**config.mk**
```make
export PLATFORM = sky130hd
export DESIGN_NAME = flash_cmd_ctrl
export DESIGN_NICKNAME = d
export VERILOG_FILES = /design/src/rtl/flash_pkg.sv /design/src/rtl/flash_plane_mem.sv /design/src/rtl/flash_cmd_seq.sv /design/src/rtl/flash_op_engine.sv /design/src/rtl/flash_cmd_ctrl.sv
export SDC_FILE = /design/constraint.sdc
export NUM_CORES = 2
export LEC_CHECK = 0
export BUFFER_PORTS_ARGS = -buffer_cell sky130_fd_sc_hd__buf_2
export CAP_MARGIN = 20
export CORE_MARGIN = 2
export CORE_UTILIZATION = 25
export DETAILED_ROUTE_END_ITERATION = 10
export GPL_TIMING_DRIVEN = 0
export PLACE_DENSITY = 0.35
export SLEW_MARGIN = 40
export SYNTH_ARGS = -nofsm -noshare
export SYNTH_HDL_FRONTEND = slang
export SYNTH_HIERARCHICAL = 1
export SYNTH_SLANG_ARGS = --single-unit
```
**constraint.sdc**
```tcl
create_clock -name clk -period 8.8 [get_ports clk]
set_input_delay 1.32 -clock clk [delete_from_list [all_inputs] [get_ports clk]]
set_output_delay 1.32 -clock clk [all_outputs]
set_load 0.02 [all_outputs]
```
**src/rtl/flash_pkg.sv**
```systemverilog
package flash_pkg;
  // Sequencer states for the write-cycle command decoder
  typedef enum logic [3:0] {
    SQ_IDLE, SQ_U1, SQ_U2, SQ_PDATA,
    SQ_E1, SQ_E2, SQ_E3,
    SQ_F1, SQ_F2, SQ_F3
  } seq_t;

  // Command codes carried on the low data byte
  localparam logic [7:0] OP_PROG   = 8'hA0;
  localparam logic [7:0] OP_ERASE  = 8'h80;
  localparam logic [7:0] OP_SECTOR = 8'h30;
  localparam logic [7:0] OP_HOLD   = 8'hB0;
  localparam logic [7:0] OP_RESUME = 8'h30;
  localparam logic [7:0] OP_FAST1  = 8'h20;
  localparam logic [7:0] OP_FAST2  = 8'hC0;

  // Status word bit positions
  localparam int ST_POLL = 7;
  localparam int ST_TOG  = 6;
endpackage

```
**src/rtl/flash_plane_mem.sv**
```systemverilog
module flash_plane_mem #(
  parameter int DATA_W = 16,
  parameter int MEM_AW = 6
) (
  input  logic              clk,
  input  logic              a_re,
  input  logic [MEM_AW-1:0] a_addr,
  output logic [DATA_W-1:0] a_q,
  input  logic              b_we,
  input  logic [MEM_AW-1:0] b_addr,
  input  logic [DATA_W-1:0] b_wd,
  output logic [DATA_W-1:0] b_q
);
  localparam int DEPTH = 1 << MEM_AW;

  logic [DATA_W-1:0] mem [DEPTH];

  // Array powers up erased
  initial begin
    for (int i = 0; i < DEPTH; i++) mem[i] = '1;
  end

  // Port A: user read, read-first
  always_ff @(posedge clk) begin
    if (a_re) a_q <= mem[a_addr];
  end

  // Port B: engine read/write, read-first
  always_ff @(posedge clk) begin
    if (b_we) mem[b_addr] <= b_wd;
    b_q <= mem[b_addr];
  end
endmodule

```
**src/rtl/flash_cmd_seq.sv**
```systemverilog
module flash_cmd_seq
  import flash_pkg::*;
#(
  parameter int          UL_AW = 11,
  parameter logic [10:0] UL_A1 = 11'h555,
  parameter logic [10:0] UL_A2 = 11'h2AA,
  parameter logic [7:0]  UL_D1 = 8'hAA,
  parameter logic [7:0]  UL_D2 = 8'h55
) (
  input  logic             clk,
  input  logic             rst,
  input  logic             wr_en,
  input  logic             bypass,
  input  logic [UL_AW-1:0] a_lo,
  input  logic [7:0]       code,
  input  logic             vpp_hi,
  output logic             prog_req,
  output logic             erase_req,
  output logic             hold_req,
  output logic             resume_req,
  output logic             fast_set
);
  seq_t st, st_nx;
  logic at_a1, at_a2, step1, step2;

  assign at_a1 = (a_lo == UL_A1[UL_AW-1:0]);
  assign at_a2 = (a_lo == UL_A2[UL_AW-1:0]);
  assign step1 = at_a1 && (code == UL_D1);
  assign step2 = at_a2 && (code == UL_D2);

  always_comb begin
    st_nx      = st;
    prog_req   = 1'b0;
    erase_req  = 1'b0;
    hold_req   = 1'b0;
    resume_req = 1'b0;
    fast_set   = 1'b0;
    if (wr_en && !bypass) begin
      st_nx = SQ_IDLE;
      unique case (st)
        SQ_IDLE: begin
          if (step1)                   st_nx = SQ_U1;
          else if (code == OP_HOLD)    hold_req = 1'b1;
          else if (code == OP_RESUME)  resume_req = 1'b1;
        end
        SQ_U1: if (step2) st_nx = SQ_U2;
        SQ_U2: begin
          if (at_a1) begin
            if (code == OP_PROG)       st_nx = SQ_PDATA;
            else if (code == OP_ERASE) st_nx = SQ_E1;
            else if (code == OP_FAST1) st_nx = SQ_F1;
          end
        end
        SQ_PDATA: prog_req = 1'b1;
        SQ_E1: if (step1) st_nx = SQ_E2;
        SQ_E2: if (step2) st_nx = SQ_E3;
        SQ_E3: if (code == OP_SECTOR) erase_req = 1'b1;
        SQ_F1: if (step1) st_nx = SQ_F2;
        SQ_F2: if (step2) st_nx = SQ_F3;
        SQ_F3: if (at_a1 && code == OP_FAST2 && vpp_hi) fast_set = 1'b1;
        default: st_nx = SQ_IDLE;
      endcase
    end
  end

  always_ff @(posedge clk) begin
    if (rst || bypass) st <= SQ_IDLE;
    else               st <= st_nx;
  end
endmodule

```
**src/rtl/flash_op_engine.sv**
```systemverilog
module flash_op_engine
  import flash_pkg::*;
#(
  parameter int DATA_W    = 16,
  parameter int MEM_AW    = 6,
  parameter int SEC_AW    = 4,
  parameter int PROG_CYC  = 4,
  parameter int ERASE_CYC = 24
) (
  input  logic                   clk,
  input  logic                   rst,
  input  logic                   prog_req,
  input  logic                   erase_req,
  input  logic                   hold_req,
  input  logic                   resume_req,
  input  logic                   req_plane,
  input  logic [MEM_AW-1:0]      req_idx,
  input  logic [DATA_W-1:0]      req_data,
  input  logic                   rd_en,
  input  logic                   rd_plane,
  input  logic [1:0][DATA_W-1:0] pb_q,
  output logic [1:0]             pb_we,
  output logic [MEM_AW-1:0]      pb_addr,
  output logic [DATA_W-1:0]      pb_wd,
  output logic                   st_sel,
  output logic [DATA_W-1:0]      st_word,
  output logic [1:0]             busy,
  output logic                   erase_held
);
  localparam int SEC_BITS = MEM_AW - SEC_AW;
  localparam int SEC_W    = 1 << SEC_AW;
  localparam int PCW      = $clog2(PROG_CYC + 1);
  localparam int ECW      = $clog2(ERASE_CYC + 1);

  // Program context
  logic              pg_act, pg_pl;
  logic [MEM_AW-1:0] pg_idx;
  logic [DATA_W-1:0] pg_dat;
  logic [PCW-1:0]    pg_cnt;
  // Erase context
  logic                er_act, er_hold, er_pl;
  logic [SEC_BITS-1:0] er_sec;
  logic [ECW-1:0]      er_cnt;

  logic er_run, pg_done, er_done, sweep;
  logic prog_ok, erase_ok, hold_ok, resume_ok, same_sec;
  logic rd_pg, rd_run, tog;

  assign er_run   = er_act && !er_hold;
  assign pg_done  = pg_act && (pg_cnt == PCW'(PROG_CYC - 1));
  assign er_done  = er_run && (er_cnt == ECW'(ERASE_CYC - 1));
  assign sweep    = er_run && (er_cnt < ECW'(SEC_W));
  assign same_sec = (req_plane == er_pl) && (req_idx[MEM_AW-1:SEC_AW] == er_sec);

  assign prog_ok   = prog_req && !pg_act && (!er_act || (er_hold && !same_sec));
  assign erase_ok  = erase_req && !pg_act && !er_act;
  assign hold_ok   = hold_req && er_run && !er_done;
  assign resume_ok = resume_req && er_hold && !pg_act;

  // Shared engine port: erase sweep or program read-modify-write
  assign pb_addr = er_run ? {er_sec, er_cnt[SEC_AW-1:0]} : pg_idx;
  assign pb_wd   = er_run ? '1 : (pg_dat & pb_q[pg_pl]);

  for (genvar p = 0; p < 2; p++) begin : g_pl
    assign pb_we[p] = (sweep && er_pl == 1'(p)) || (pg_done && pg_pl == 1'(p));
    assign busy[p]  = (pg_act && pg_pl == 1'(p)) || (er_run && er_pl == 1'(p));
  end

  assign erase_held = er_hold;

  always_ff @(posedge clk) begin
    if (rst) begin
      pg_act <= 1'b0;
      pg_pl  <= 1'b0;
      pg_idx <= '0;
      pg_dat <= '0;
      pg_cnt <= '0;
    end else if (prog_ok) begin
      pg_act <= 1'b1;
      pg_pl  <= req_plane;
      pg_idx <= req_idx;
      pg_dat <= req_data;
      pg_cnt <= '0;
    end else if (pg_act) begin
      if (pg_done) pg_act <= 1'b0;
      else         pg_cnt <= pg_cnt + 1'b1;
    end
  end

  always_ff @(posedge clk) begin
    if (rst) begin
      er_act  <= 1'b0;
      er_hold <= 1'b0;
      er_pl   <= 1'b0;
      er_sec  <= '0;
      er_cnt  <= '0;
    end else if (erase_ok) begin
      er_act  <= 1'b1;
      er_hold <= 1'b0;
      er_pl   <= req_plane;
      er_sec  <= req_idx[MEM_AW-1:SEC_AW];
      er_cnt  <= '0;
    end else begin
      if (er_run) begin
        if (er_done) er_act <= 1'b0;
        else         er_cnt <= er_cnt + 1'b1;
      end
      if (hold_ok)        er_hold <= 1'b1;
      else if (resume_ok) er_hold <= 1'b0;
    end
  end

  // Status word for reads of a busy plane
  assign rd_pg  = pg_act && (pg_pl == rd_plane);
  assign rd_run = rd_pg || (er_run && er_pl == rd_plane);

  always_ff @(posedge clk) begin
    if (rst) begin
      st_sel  <= 1'b1;
      st_word <= '0;
      tog     <= 1'b0;
    end else if (rd_en) begin
      st_sel <= rd_run;
      if (rd_run) begin
        st_word          <= '0;
        st_word[ST_POLL] <= rd_pg ? ~pg_dat[7] : 1'b0;
        st_word[ST_TOG]  <= tog;
        tog              <= ~tog;
      end
    end
  end
endmodule

```
**src/rtl/flash_cmd_ctrl.sv**
```systemverilog
module flash_cmd_ctrl #(
  parameter int          ADDR_W    = 20,
  parameter int          DATA_W    = 16,
  parameter int          MEM_AW    = 6,
  parameter int          SEC_AW    = 4,
  parameter int          PROG_CYC  = 4,
  parameter int          ERASE_CYC = 24,
  parameter int          UL_AW     = 11,
  parameter logic [10:0] UL_A1     = 11'h555,
  parameter logic [10:0] UL_A2     = 11'h2AA,
  parameter logic [7:0]  UL_D1     = 8'hAA,
  parameter logic [7:0]  UL_D2     = 8'h55
) (
  input  logic              clk,
  input  logic              rst,
  input  logic              wr_en,
  input  logic              rd_en,
  input  logic [ADDR_W-1:0] addr,
  input  logic [DATA_W-1:0] wdata,
  input  logic              vpp_hi,
  output logic [DATA_W-1:0] rdata,
  output logic [1:0]        busy,
  output logic              erase_held,
  output logic              fast_mode
);
  localparam int PL_BIT = ADDR_W - 1;

  logic fast_q, vpp_q;
  logic s_prog, s_erase, s_hold, s_resume, s_fast;
  logic e_prog, rd_pl_q, st_sel;
  logic [DATA_W-1:0] st_word;
  logic [1:0] pb_we;
  logic [MEM_AW-1:0] pb_addr;
  logic [DATA_W-1:0] pb_wd;
  logic [1:0][DATA_W-1:0] pa_q, pb_q;
  logic unused_addr;

  assign unused_addr = ^addr[ADDR_W-2:UL_AW];

  flash_cmd_seq #(
    .UL_AW(UL_AW), .UL_A1(UL_A1), .UL_A2(UL_A2), .UL_D1(UL_D1), .UL_D2(UL_D2)
  ) u_seq (
    .clk(clk), .rst(rst), .wr_en(wr_en), .bypass(fast_q),
    .a_lo(addr[UL_AW-1:0]), .code(wdata[7:0]), .vpp_hi(vpp_hi),
    .prog_req(s_prog), .erase_req(s_erase), .hold_req(s_hold),
    .resume_req(s_resume), .fast_set(s_fast)
  );

  // Fast mode: every write is a program request, decoder bypassed
  assign e_prog = fast_q ? wr_en : s_prog;

  always_ff @(posedge clk) begin
    if (rst) begin
      fast_q <= 1'b0;
      vpp_q  <= 1'b0;
    end else begin
      vpp_q <= vpp_hi;
      if (vpp_q && !vpp_hi) fast_q <= 1'b0;
      else if (s_fast)      fast_q <= 1'b1;
    end
  end

  flash_op_engine #(
    .DATA_W(DATA_W), .MEM_AW(MEM_AW), .SEC_AW(SEC_AW),
    .PROG_CYC(PROG_CYC), .ERASE_CYC(ERASE_CYC)
  ) u_eng (
    .clk(clk), .rst(rst),
    .prog_req(e_prog), .erase_req(s_erase), .hold_req(s_hold), .resume_req(s_resume),
    .req_plane(addr[PL_BIT]), .req_idx(addr[MEM_AW-1:0]), .req_data(wdata),
    .rd_en(rd_en), .rd_plane(addr[PL_BIT]),
    .pb_q(pb_q), .pb_we(pb_we), .pb_addr(pb_addr), .pb_wd(pb_wd),
    .st_sel(st_sel), .st_word(st_word), .busy(busy), .erase_held(erase_held)
  );

  for (genvar p = 0; p < 2; p++) begin : g_mem
    flash_plane_mem #(.DATA_W(DATA_W), .MEM_AW(MEM_AW)) u_mem (
      .clk(clk), .a_re(rd_en), .a_addr(addr[MEM_AW-1:0]), .a_q(pa_q[p]),
      .b_we(pb_we[p]), .b_addr(pb_addr), .b_wd(pb_wd), .b_q(pb_q[p])
    );
  end

  always_ff @(posedge clk) begin
    if (rst)        rd_pl_q <= 1'b0;
    else if (rd_en) rd_pl_q <= addr[PL_BIT];
  end

  assign rdata     = st_sel ? st_word : pa_q[rd_pl_q];
  assign fast_mode = fast_q;
endmodule

```
Word level (Yosys, flattened, before mapping)
Memories as Yosys holds them, arrays and structs flattened. A register that Yosys moved wholly into a read port is not among the register bits.
Cells that the tools add are included.
Widths: inputs -> output; s select.
{ "classes": {"addsub": 2, "magnitude_cmp": 3, "n_eq_ne": 25, "n_mux": 48, "bitwise_logic": 7, "reduce_logical": 55} }
{ "op_table": {"columns": ["operator", "n"], "rows": [
  ["$mux 16", 6],
  ["$eq 8x8->1 const B", 5],
  ["$mux 1", 31],
  ["$logic_and 1x1->1", 30],
  ["$pmux 4 s7", 1],
  ["$mux 4", 5],
  ["$and 16x16->16", 1],
  ["$eq 4x3->1 const B", 4],
  ["$eq 8x6->1 const B", 2],
  ["$eq 11x10->1 const B", 1],
  ["$eq 11x11->1 const B", 1],
  ["$mux 3", 3],
  ["$eq 4x2->1 const B", 2],
  ["$eq 4x4->1 const B", 2],
  ["$eq 8x7->1 const B", 1],
  ["$reduce_and 2->1", 4],
  ["$logic_not 1->1", 7],
  ["$logic_or 1x1->1", 7],
  ["$mux 6", 1],
  ["$not 1->1", 6],
  ["$reduce_bool 2->1", 3],
  ["$reduce_or 2->1", 3],
  ["$add 5x1->5 const B", 1],
  ["$eq 5x5->1 const B", 1],
  ["other kinds (9)", 12]
]} }
{ "word_totals": {"ff_bits": 48, "mem_bits_rw": 2048, "inputBits": 41, "word_cells": 159, "memories": 2} }
{ "memory_table": {"columns": ["name", "depth", "word_bits", "read_ports", "rd_clocked_by_memory_dff", "write_ports", "line", "rtl"], "rows": [
  ["g_mem[0].u_mem.mem", 64, 16, 2, 2, 1, "flash_plane_mem.sv:16", "logic [DATA_W-1:0] mem [DEPTH];"],
  ["g_mem[1].u_mem.mem", 64, 16, 2, 2, 1, "flash_plane_mem.sv:16", null]
]} }

Longest topological paths before layout
{ "depth": {"ltp_word": 10, "depth_mapped": 17, "depth_no_buf": 9} }

Cells and area by module
Netlist, hierarchy kept.
{ "by_module_without_submodules": {"columns": ["mod", "instances", "cells_per_inst", "area_per_inst_um2", "seq_area_each_um2"], "rows": [
  ["flash_plane_mem", 2, 2817, 48542.8, 31550.3],
  ["flash_op_engine", 1, 280, 2434.8, 820.8],
  ["flash_cmd_seq", 1, 75, 565.5, 80.1],
  ["flash_cmd_ctrl", 1, 63, 450.4, 60.1]
]} }

Least setup slack after synthesis
OpenSTA, ideal clock, no wires.
{ "synth_timing": {"path_type": "flip-flop to flip-flop", "from": "register u_eng.pg_pl", "to": "memory g_mem[0].u_mem.mem[0][0], data pin", "arrival_time_ns": 5.719, "required_time_ns": 7.602, "slack_ns": 1.883, "path_stages_with_launch": 4, "n_path_buf": 1, "cell_sequence": "dfxtp_1 > buf_2 > mux2i_1 > o21ai_0"} }
{ "synth_via": {"elab_chain_cells": 4} }
{ "synth_lines": {"columns": ["item", "line", "rtl"], "rows": [
  ["start, declared", "flash_op_engine.sv:36", "logic pg_act, pg_pl;"],
  ["start signal, assigned", "flash_op_engine.sv:80", "pg_pl <= req_plane;"],
  ["$mux 16 (not written as such) (2 in series)", "flash_op_engine.sv:62", "assign pb_wd = er_run ? '1 : (pg_dat & pb_q[pg_pl]);"],
  ["$and 16x16->16", "flash_op_engine.sv:62", null],
  ["$mux 16", "flash_op_engine.sv:62", null],
  ["named net pb_wd[0]", "flash_cmd_ctrl.sv:34", "logic [DATA_W-1:0] pb_wd;"],
  ["end, declared", "flash_plane_mem.sv:16", null]
]} }
The timed path passes the listed nets, and every way through them passes these cells. The select of a mux whose other input is x is not followed.

Worst setup path after layout
{ "layout_timing": {"from": "register u_eng.er_hold (netlist: u_eng/erase_held)", "to": "memory g_mem[0].u_mem.mem[43][14], enable pin"} }
{ "layout_via": {"word_cells_on_any_way": 8} }
{ "layout_lines": {"columns": ["item", "line", "rtl"], "rows": [
  ["start, declared", "flash_op_engine.sv:41", "logic er_act, er_hold, er_pl;"],
  ["start signal, assigned", "flash_op_engine.sv:93", "er_hold <= 1'b0;"],
  ["start signal, assigned", "flash_op_engine.sv:99", "er_hold <= 1'b0;"],
  ["start signal, assigned", "flash_op_engine.sv:108", "if (hold_ok) er_hold <= 1'b1;"],
  ["$logic_not 1->1", "flash_op_engine.sv:49", "assign er_run = er_act && !er_hold;"],
  ["$logic_and 1x1->1", "flash_op_engine.sv:49", null],
  ["$mux 6", "flash_op_engine.sv:61", "assign pb_addr = er_run ? {er_sec, er_cnt[SEC_AW-1:0]} : pg_idx;"],
  ["named net pb_addr[1]", "flash_cmd_ctrl.sv:33", "logic [MEM_AW-1:0] pb_addr;"]
]} }
The timed path passes the listed nets, and every way through them passes these cells.

==> impl_metrics.csv <==
group,metric,value,unit
placement,place_hpwl,491000,um
timing,final_max_slew_viol_count,0,
die,num_rows,232,
synth,synth_common_cells,"edfxtp_1, mux4_2, mux2i_1",
setup_path,cp-endpoint,"g_mem[0].u_mem/mem[43][14]",
grt,grt_pass1_vias,71017,
synth,synth_top_cell_by_area,"edfxtp_1",
setup_path,start_kind,"flip-flop",
synth,yosys.area_share.simple,0.0397,
synth,synth_most_common_cell,"edfxtp_1",
clocking,cts_sinks,2160,
setup_path,path_class,"flip-flop to flip-flop",
die,ios,61,
job,maxCapViolCount,0,
setup_path,critPathCaptureType,"flip-flop",
synth,synth.yosys.warnings,6,
placement,io_buffers,52,
setup_path,crit_top_cell,"buf_4",
routing,ant_nets,0,
pwr,peakVddDrop,0.127,mV
setup_path,crit_start,"u_eng/erase_held",
synth,synth_cells,6052,
pwr,power.total,0.0230,W
clocking,clockBufferDepth,4,
status,outcome,"completed",
cells_and_area,drive_above_1_share,0.337,
timing,worstMarginPinSlew,1.04,ns
die,die-area,407000,um2
setup_path,cp_slowest_cell,"nor2_4",
synth,synth_compound_area_frac,0.0886,
synth,synth_ff_type,"edfxtp_1",
clocking,cts_made_buffers,266,
setup_path,rrSetupSlack,1.15,ns
clocking,cts_root_buffer,"clkbuf_16",
die,core_area,400000,um2
clocking,cts_setup_buffers,0,
synth,synth_top_family_by_area,"multiplexers",
setup_path,path_max_fanout,11,
synth,synth_top_area_frac,0.621,
timing,setup_tns,0,ns
setup_path,cpPeakStageDelay,0.76,ns
grt,grt_max_degree,37,
synth,yosysSeqAreaShare,0.637,
setup_path,path_delay_family,"buffers and inverters",
grt,grt_pass1_wl,832000,um
setup_path,critical_path_arrival,8.26,ns
setup_path,cp.depth,15,
synth,postSynthAreaPerCell,16.6,um2
clocking,postCtsResizedCells,0,
setup_path,crit_chain,"nand2b_1 -> buf_2 -> clkbuf_2 -> nand2_1 -> nand2_1 -> buf_4 -> buf_6 -> buf_4 -> buf_4 -> buf_4 -> buf_4 -> buf_2 -> nand2_1 -> nor2_4 -> buf_16",
routing,dr.pass1.iters,7,
routing,viasPerCell,6.15,
placement,gp_congestion,1.06,
routing,vias,76138,
timing,setup_viol,0,
setup_path,worstPathRequired,9.40,ns
clocking,cts_max_level,5,
die,initial_core_util,0.252,
cells_and_area,regArea,64100,um2
synth,synthMuxAreaShare,0.206,
grt,grt-ovfl-total,0,
synth,ys_ff_latch,2160,
synth,synthArstFlopShare,0,
hold_path,worstHoldPathType,"flip-flop to flip-flop",
cells_and_area,nNetsFinal,6853,
timing,maxSlewHeadroom,0.309,
setup_path,cp_num_buf_inv,10,
cells_and_area,nFillCells,38756,
clocking,cts_tree,"built",
synth,syn-cell-area,101000,um2
routing,initialDrtViolationCount,13237,
pwr,p_leak,34.3,nW
die,die_x,638,um
timing,rsz0062_at_grt,"no",
timing,hold_viol,0,
die,die-height,638,um
setup_path,reg2reg_depth,15,
cells_and_area,area_growth,25.2,%
timing,timing.final.crit_period,7.65,ns
synth,synth_fa_ha_area_frac,0.000373,
hold_path,min_from,"u_eng/pg_dat[4]",
timing,finClkSkew,0.0576,ns
synth,synth-edff-count,2080,
synth,synth_cell_types,81,
grt,grt_use_total,0.320,
clocking,hold_buffers,0,
timing,fin_crit_sh,0.870,
routing,wl,668000,um
cells_and_area,multi_input_comb_area,35500,um2
synth,synth_area_leaders,"edfxtp_1, mux4_2, mux2i_1",
grt,antenna_found_initial,126,
setup_path,reg2reg_from,"u_eng/erase_held",
clocking,clk_latency,0.95,ns
setup_path,worstReg2RegEnd,"g_mem[0].u_mem/mem[43][14]",
synth,synth-xor-area-share,0.000871,
pwr,p_per_area,182,nW/um2
timing,clock.fmax,0.131,GHz
routing,drc_errors,0,
clocking,cts.reportedPaths.clkPinSlew,0.06,ns
routing,wl_per_cell,54.0,um
[metrics by stage]
| step | setup slack [ns] | area (um2) | util | hold slack, ns | std cells |
|---|---|---|---|---|---|
| after detailed placement | 1.47 | 117000 | 0.293 | 0.463 | 11805 |
| final | 1.15 | 126000 | 0.315 | 0.478 | 12374 |
| after floorplan | 1.88 | 101000 | - | 0.449 | 6065 |
| after global placement | -10.15 | 107000 | 0.269 | 0.460 | 11382 |
| after CTS | 1.43 | 126000 | 0.314 | 0.479 | 12281 |
| after global routing | 1.21 | 126000 | 0.315 | 0.497 | 12324 |
[routing by layer]
layer  GRT usage  vias to the layer above  routed length [um]
met5           0                        -                 280
li1            -                    27111                   -
met1       0.394                    40937              249000
met3      0.0770                     1783               64600
met2       0.476                     6267              287000
met4       0.263                       40               67000
[final cells by class]
type                    count  area share
clock buffers             334      0.0568
plain buffers             507      0.0241
repair buffers            476      0.0640
multi-input cells        3370       0.282
diodes                     92     0.00183
well taps                5265      0.0523
clock inverters           142     0.00978
inverters                  28    0.000835
flip-flops and latches   2160       0.509
[sequential cells by signal, indices dropped and copies added, names as in the netlist]
name,cells
fast_mode,1
g_mem.u_mem/a_q,32
g_mem.u_mem/b_q,32
g_mem.u_mem/mem,2048
rd_pl_q,1
u_eng/er_act,1
u_eng/er_cnt,5
u_eng/er_pl,1
u_eng/er_sec,2
u_eng/erase_held,1
u_eng/pg_act,1
u_eng/pg_cnt,3
u_eng/pg_dat,16
u_eng/pg_idx,6
u_eng/pg_pl,1
u_eng/st_sel,1
u_eng/st_word,2
u_eng/tog,1
u_seq/st,4
vpp_q,1
[logic make-up (layout without fill, tap and decap cells)]
logic type / Yosys count / count (layout)
AND/OR/NAND/NOR: 810 / 810
XOR/XNOR: 10 / 10
buffers and inverters: 535 / 1487
multiplexers: 1309 / 1309
AO/OA/AOI/OAI: 1224 / 1224
adder cells (fa/ha/maj): 3 / 3
flip-flops: 2160 / 2160
other: 1 / 106
[worst min-delay path by stage]
stage	depth (start not counted)	slack, ns	end
6_report	2	0.48	u_eng/pg_dat[4]
5_1_grt	2	0.50	u_eng/pg_dat[9]
4_1_cts	2	0.48	u_eng/pg_dat[9]
3_5_place_dp	2	0.46	u_eng/pg_dat[9]
3_3_place_gp	2	0.46	u_eng/pg_idx[5]
2_1_floorplan	2	0.45	u_eng/pg_dat[0]
[worst reg2reg max path, stage by stage (launching register included)]
cell	delay, ns
dfxtp_1	0.37
nand2b_1	0.11
buf_2	0.26
clkbuf_2	0.47
nand2_1	0.10
nand2_1	0.65
buf_4	0.35
buf_6	0.40
buf_4	0.58
buf_4	0.52
buf_4	0.61
buf_4	0.64
buf_2	0.62
nand2_1	0.63
nor2_4	0.77
buf_16	0.24
[power breakdown]
part / internal, W / total, W / switching [W]
logic: 0.000218 / 0.000787 / 0.000569
registers: 0.0111 / 0.0111 / 0.00000459
clock network: 0.00627 / 0.0111 / 0.00479
[cell usage in the layout, fill, tap and decap left out, types with 44 or more instances in the layout]
master        n
buf_4       148
dfxtp_1      80
mux2i_1     547
mux4_2      588
diode_2      92
clkbuf_1     86
a221oi_1    254
clkbuf_16   277
nor2_4      119
mux2_2      159
clkinv_2     53
o22ai_1      96
clkbuf_2    105
buf_8       163
edfxtp_1   2080
a22oi_1     208
nand2_1     169
a21oi_1     139
nand3_1      51
clkinv_1     44
o21ai_0     128
a22o_1       59
nand2b_1     65
buf_2       282
buf_16      159
nor2_1      158
Note: power is estimated with default switching activity, not from simulation.
